**config.mk**
```make
export PLATFORM = sky130hd
export DESIGN_NAME = panel_sequencer
export DESIGN_NICKNAME = d
export VERILOG_FILES = /design/src/rtl/panel_sequencer.sv
export SDC_FILE = /design/constraint.sdc
export NUM_CORES = 1
export LEC_CHECK = 0
export ABC_AREA = 0
export BUFFER_PORTS_ARGS = -buffer_cell sky130_fd_sc_hd__buf_2
export CAP_MARGIN = 20
export CORE_MARGIN = 2
export CORE_UTILIZATION = 54
export DETAILED_ROUTE_END_ITERATION = 10
export MAX_ROUTING_LAYER = met4
export PLACE_DENSITY = 0.86
export RECOVER_POWER = 25
export REMOVE_ABC_BUFFERS = 1
export SLEW_MARGIN = 20
export SYNTH_ARGS = -nofsm -noshare
export SYNTH_HDL_FRONTEND = slang
export SYNTH_SLANG_ARGS = --single-unit
```
**constraint.sdc**
```tcl
create_clock -name clk -period 6.92 [get_ports clk]
set_clock_uncertainty 0.05 [all_clocks]
set_input_delay 1.384 -clock clk [delete_from_list [all_inputs] [get_ports clk]]
set_output_delay 1.384 -clock clk [all_outputs]
set_load 0.02 [all_outputs]
```
**src/rtl/panel_sequencer.sv**
```systemverilog
module panel_sequencer #(
  parameter int FAST_DIV = 100,
  parameter int SLOW_DIV = 25_000_000,
  localparam int CW = $clog2(SLOW_DIV + 1)
) (
  input  logic       clk,
  input  logic       rst_n,
  input  logic [7:0] sw,
  input  logic       btn_load,
  input  logic       btn_dep,
  input  logic       btn_exam,
  input  logic       btn_run,
  input  logic       btn_halt,
  input  logic       single_mode,
  input  logic       slow_mode,
  input  logic [7:0] cpu_pc,
  input  logic [1:0] cpu_phase,
  input  logic       cpu_last,
  input  logic [7:0] mem_rdata,
  output logic       pc_wr,
  output logic [7:0] pc_wdata,
  output logic       ma_wr,
  output logic [7:0] ma_wdata,
  output logic       mb_wr,
  output logic [7:0] mb_wdata,
  output logic       mem_we,
  output logic       mem_re,
  output logic [7:0] mem_addr,
  output logic [7:0] mem_wdata,
  output logic       run_en,
  output logic       clk_en,
  output logic       lamp_run,
  output logic       lamp_fetch,
  output logic       lamp_defer,
  output logic       lamp_exec
);

  localparam logic [CW-1:0] FAST_LIM = CW'(FAST_DIV - 1);
  localparam logic [CW-1:0] SLOW_LIM = CW'(SLOW_DIV - 1);

  logic          run_q, stop_q, exam_q;
  logic [7:0]    exam_addr;
  logic [CW-1:0] cnt;
  logic [CW-1:0] lim;
  logic          idle, do_load, do_dep, do_exam, do_run, stop_now;

  assign idle    = !run_q && !exam_q;
  assign do_load = idle && btn_load;
  assign do_dep  = idle && btn_dep && !btn_load;
  assign do_exam = idle && btn_exam && !btn_load && !btn_dep;
  assign do_run  = idle && btn_run && !btn_load && !btn_dep && !btn_exam;

  assign lim      = slow_mode ? SLOW_LIM : FAST_LIM;
  assign clk_en   = run_q && (cnt >= lim);
  assign stop_now = clk_en && cpu_last && (stop_q || btn_halt);

  always_ff @(posedge clk) begin
    if (!rst_n) begin
      run_q     <= 1'b0;
      stop_q    <= 1'b0;
      exam_q    <= 1'b0;
      exam_addr <= '0;
      cnt       <= '0;
    end else begin
      exam_q <= do_exam;
      if (do_exam) exam_addr <= cpu_pc;

      if (do_run) begin
        run_q  <= 1'b1;
        stop_q <= single_mode;
      end else if (stop_now) begin
        run_q  <= 1'b0;
        stop_q <= 1'b0;
      end else if (run_q && btn_halt) begin
        stop_q <= 1'b1;
      end

      if (!run_q || clk_en) cnt <= '0;
      else                  cnt <= cnt + 1'b1;
    end
  end

  assign pc_wr    = do_load || do_dep || exam_q;
  assign pc_wdata = do_load ? sw : (exam_q ? exam_addr + 8'd1 : cpu_pc + 8'd1);
  assign ma_wr    = do_dep || exam_q;
  assign ma_wdata = exam_q ? exam_addr : cpu_pc;
  assign mb_wr    = do_dep || exam_q;
  assign mb_wdata = exam_q ? mem_rdata : sw;

  assign mem_we    = do_dep;
  assign mem_re    = do_exam;
  assign mem_addr  = cpu_pc;
  assign mem_wdata = sw;

  assign run_en     = run_q;
  assign lamp_run   = run_q;
  assign lamp_fetch = run_q && cpu_phase == 2'b00;
  assign lamp_defer = run_q && cpu_phase == 2'b01;
  assign lamp_exec  = run_q && cpu_phase == 2'b10;


  clk_en_pulse_chk: assert property (@(posedge clk) disable iff (!rst_n)
    clk_en |=> !clk_en);


  clk_en_gated_chk: assert property (@(posedge clk) disable iff (!rst_n)
    !run_en |-> !clk_en);


  no_write_running_chk: assert property (@(posedge clk) disable iff (!rst_n)
    run_en |-> !(mem_we || pc_wr || ma_wr || mb_wr));


  stop_on_boundary_chk: assert property (@(posedge clk) disable iff (!rst_n)
    $fell(run_en) |-> $past(clk_en && cpu_last));


  exam_follows_read_chk: assert property (@(posedge clk) disable iff (!rst_n)
    (mb_wr && !mem_we) |-> $past(mem_re));


  lamp_onehot_chk: assert property (@(posedge clk) disable iff (!rst_n)
    $onehot0({lamp_fetch, lamp_defer, lamp_exec}));

endmodule

```
==> out/results.ini <==
[run_status]
status=finished clean

[place]
finalWeightedCongestion=0.867
place_ws_ns=1.95
io_buffers=86
hpwl_um=4310

[sta]
setup_viol=0
timing.final.crit_share_pct=72.0
final_max_slew_viol_count=0
tns_ns=0
period_needed_ns=4.98
worstMarginPinSlew_ns=0.840
max_freq_mhz=201
layout_setup_ws_ns=1.94
rsz0062_at_grt=false
max_slew_margin_pct=44.0
hold_viol=0
hold_ws_ns=0.404

[setup_path]
crit_path_end_kind=output pin
path_cells=buf_2 > inv_1 > ha_1 > nor4bb_2 > and4bb_1 > o31a_2 > nor4_4 > nor3b_1 > buf_2
cp_slowest_cell=inv_1
path_class=input pin to output pin
worstPathMaxFanout=14
cp.arrival_ns=3.55
cp_common_cell=buf_2
cp-start-kind=input pin
max_stage_delay_ns=0.38
critical_path_required_ns=5.49

[cells_and_area]
drive_gt1_share_pct=29.8
area_growth_syn_to_layout_pct=16.2
fillers=365
nets=414
seq_area_um2=721
layout_commonest_cell=buf_2
multi_input_comb_area_um2=1520
n_antenna_cell=0
final_cell_mix=buf_2 (73), nand2_1 (40), nor2_1 (36), dfxtp_1 (36)

[die]
coreArea_um2=4350
die_h_um=71.2
start_util_pct=56.0
die_x_um=71.2
rows=24
ios=87
die_area_um2=5070

[clock_network]
root_buffer=clkbuf_8
clk_transition_reported_paths_ns=0.07
ctsHoldBuffers=0
cts_buffer_depth=2
cts_setup_buffers=0
cts_resized=0
cts.sinks=36
cts_tree=built
clock_latency_ns=0.29
cts_buffers=5
h-tree-depth=2

[yosys]
ys_types=44
synth-edff-count=0
ys_warn_count=0
synth_seq_area_share_pct=29.6
synth_ff_type=dfxtp_1
async_flop_share_pct=0
syn_area_per_cell_um2=8.35
synth_area_um2=2440
ys_ff_latch=36
netlist_instances=292

[route]
drc_errors=0
vias=2198
ant_nets=0
wl_per_cell_um=13.2
wirelength_um=5460
drtPass1Iterations=4
drt_iter0_markers=118
viasPerCell=5.31

[power]
irDropWorstVdd_mv=0.0997
seqPwrFrac_pct=47.6
netSwitchingFraction_pct=29.5
p_sw_mw=0.132
p_clk_share_pct=32.1
combPwrFrac_pct=20.3
power.total_mw=0.446
p_int_mw=0.314
powerDensity_nw_per_um2=157
leakagePower_nw=1.21

[global_routing]
grt_pass1_wl_um=9020
grt_overflow=0
grt_max_degree=26
grt_usage_pct=22.3
grt_antenna_before_repair=0
grt_pass1_vias=2053

[min_path]
min_path_type=flip-flop to flip-flop

[run]
cap_violations=0

[worst paths after layout]
kind | startpoint | cells after the start | slack [ns] | end
setup / recovery | slow_mode | 9 | 1.94 | clk_en
hold / removal | exam_addr[5] | 2 | 0.40 | exam_addr[5]
setup reg to reg | cnt[11] | 7 | 4.56 | cnt[12]
hold reg to reg | exam_addr[5] | 2 | 0.40 | exam_addr[5]
[metrics by stage]
step	area [um2]	std cells	utilization, %
3_5_place_dp	2760	406	63.4
2_1_floorplan	2260	267	-
6_report	2830	414	65.1
3_3_place_gp	2760	406	63.4
5_1_grt	2830	414	65.1
4_1_cts	2850	414	65.5
[sequential cells by signal (all words and copies together), names as in the netlist]
name and cells:
exam_addr 8, cnt 25, stop_q 1, lamp_run 1, exam_q 1
[critical path, delay by kind of cell]
kind	cells	cell delay, ns
simple gates	4	0.85
buf+inv	3	0.67
fa+ha+maj	1	0.35
compound gates	1	0.30
[Yosys cell counts, types with 3 or more instances]
cell type / instances / area share, %
buf_4: 18 / 5.5
nand3_1: 16 / 3.3
inv_1: 5 / 0.77
xor2_1: 14 / 5.0
and3_1: 3 / 0.77
nor2_1: 36 / 5.5
a21oi_1: 17 / 3.5
ha_1: 17 / 8.7
nor2_2: 3 / 0.77
dfxtp_1: 36 / 30
nor3b_1: 4 / 1.2
o21ai_0: 9 / 1.8
nand4_1: 6 / 1.5
xnor2_1: 15 / 5.4
mux2_2: 17 / 7.9
nand2_1: 40 / 6.2
[power groups by stage]
stage	combinational, mW	clock [mW]	sequential, mW
after CTS	0.0918	0.148	0.212
after detailed placement	0.0914	0	0.217
after global placement	0.0891	0	0.217
final	0.0904	0.143	0.212
after floorplan	0.0483	0	0.217
after global routing	0.0984	0.157	0.212
[kinds of logic after synthesis]
family          after synthesis  synth area share (%)
buf+inv                      31                  8.26
fa+ha+maj                    17                  8.72
flops                        36                  29.6
compound gates               36                  9.24
xor+xnor                     29                  10.4
simple gates                126                  26.0
mux                          17                  7.85
[final cells by class]
class                           instances  area share (%)
Multi-Input combinational cell        225            53.5
Sequential cell                        36            25.4
Timing Repair Buffer                   87            14.9
Clock buffer                            5            2.43
Tap cell                               52            2.30
Inverter                                6           0.795
Clock inverter                          3           0.662
[layer usage]
layer	wire, um	global-route usage [%]
met5	0	-
met4	46	5.03
met3	231	4.99
met2	2830	37.6
met1	2360	27.3
No activity file was read; power rests on OpenSTA's default activity.
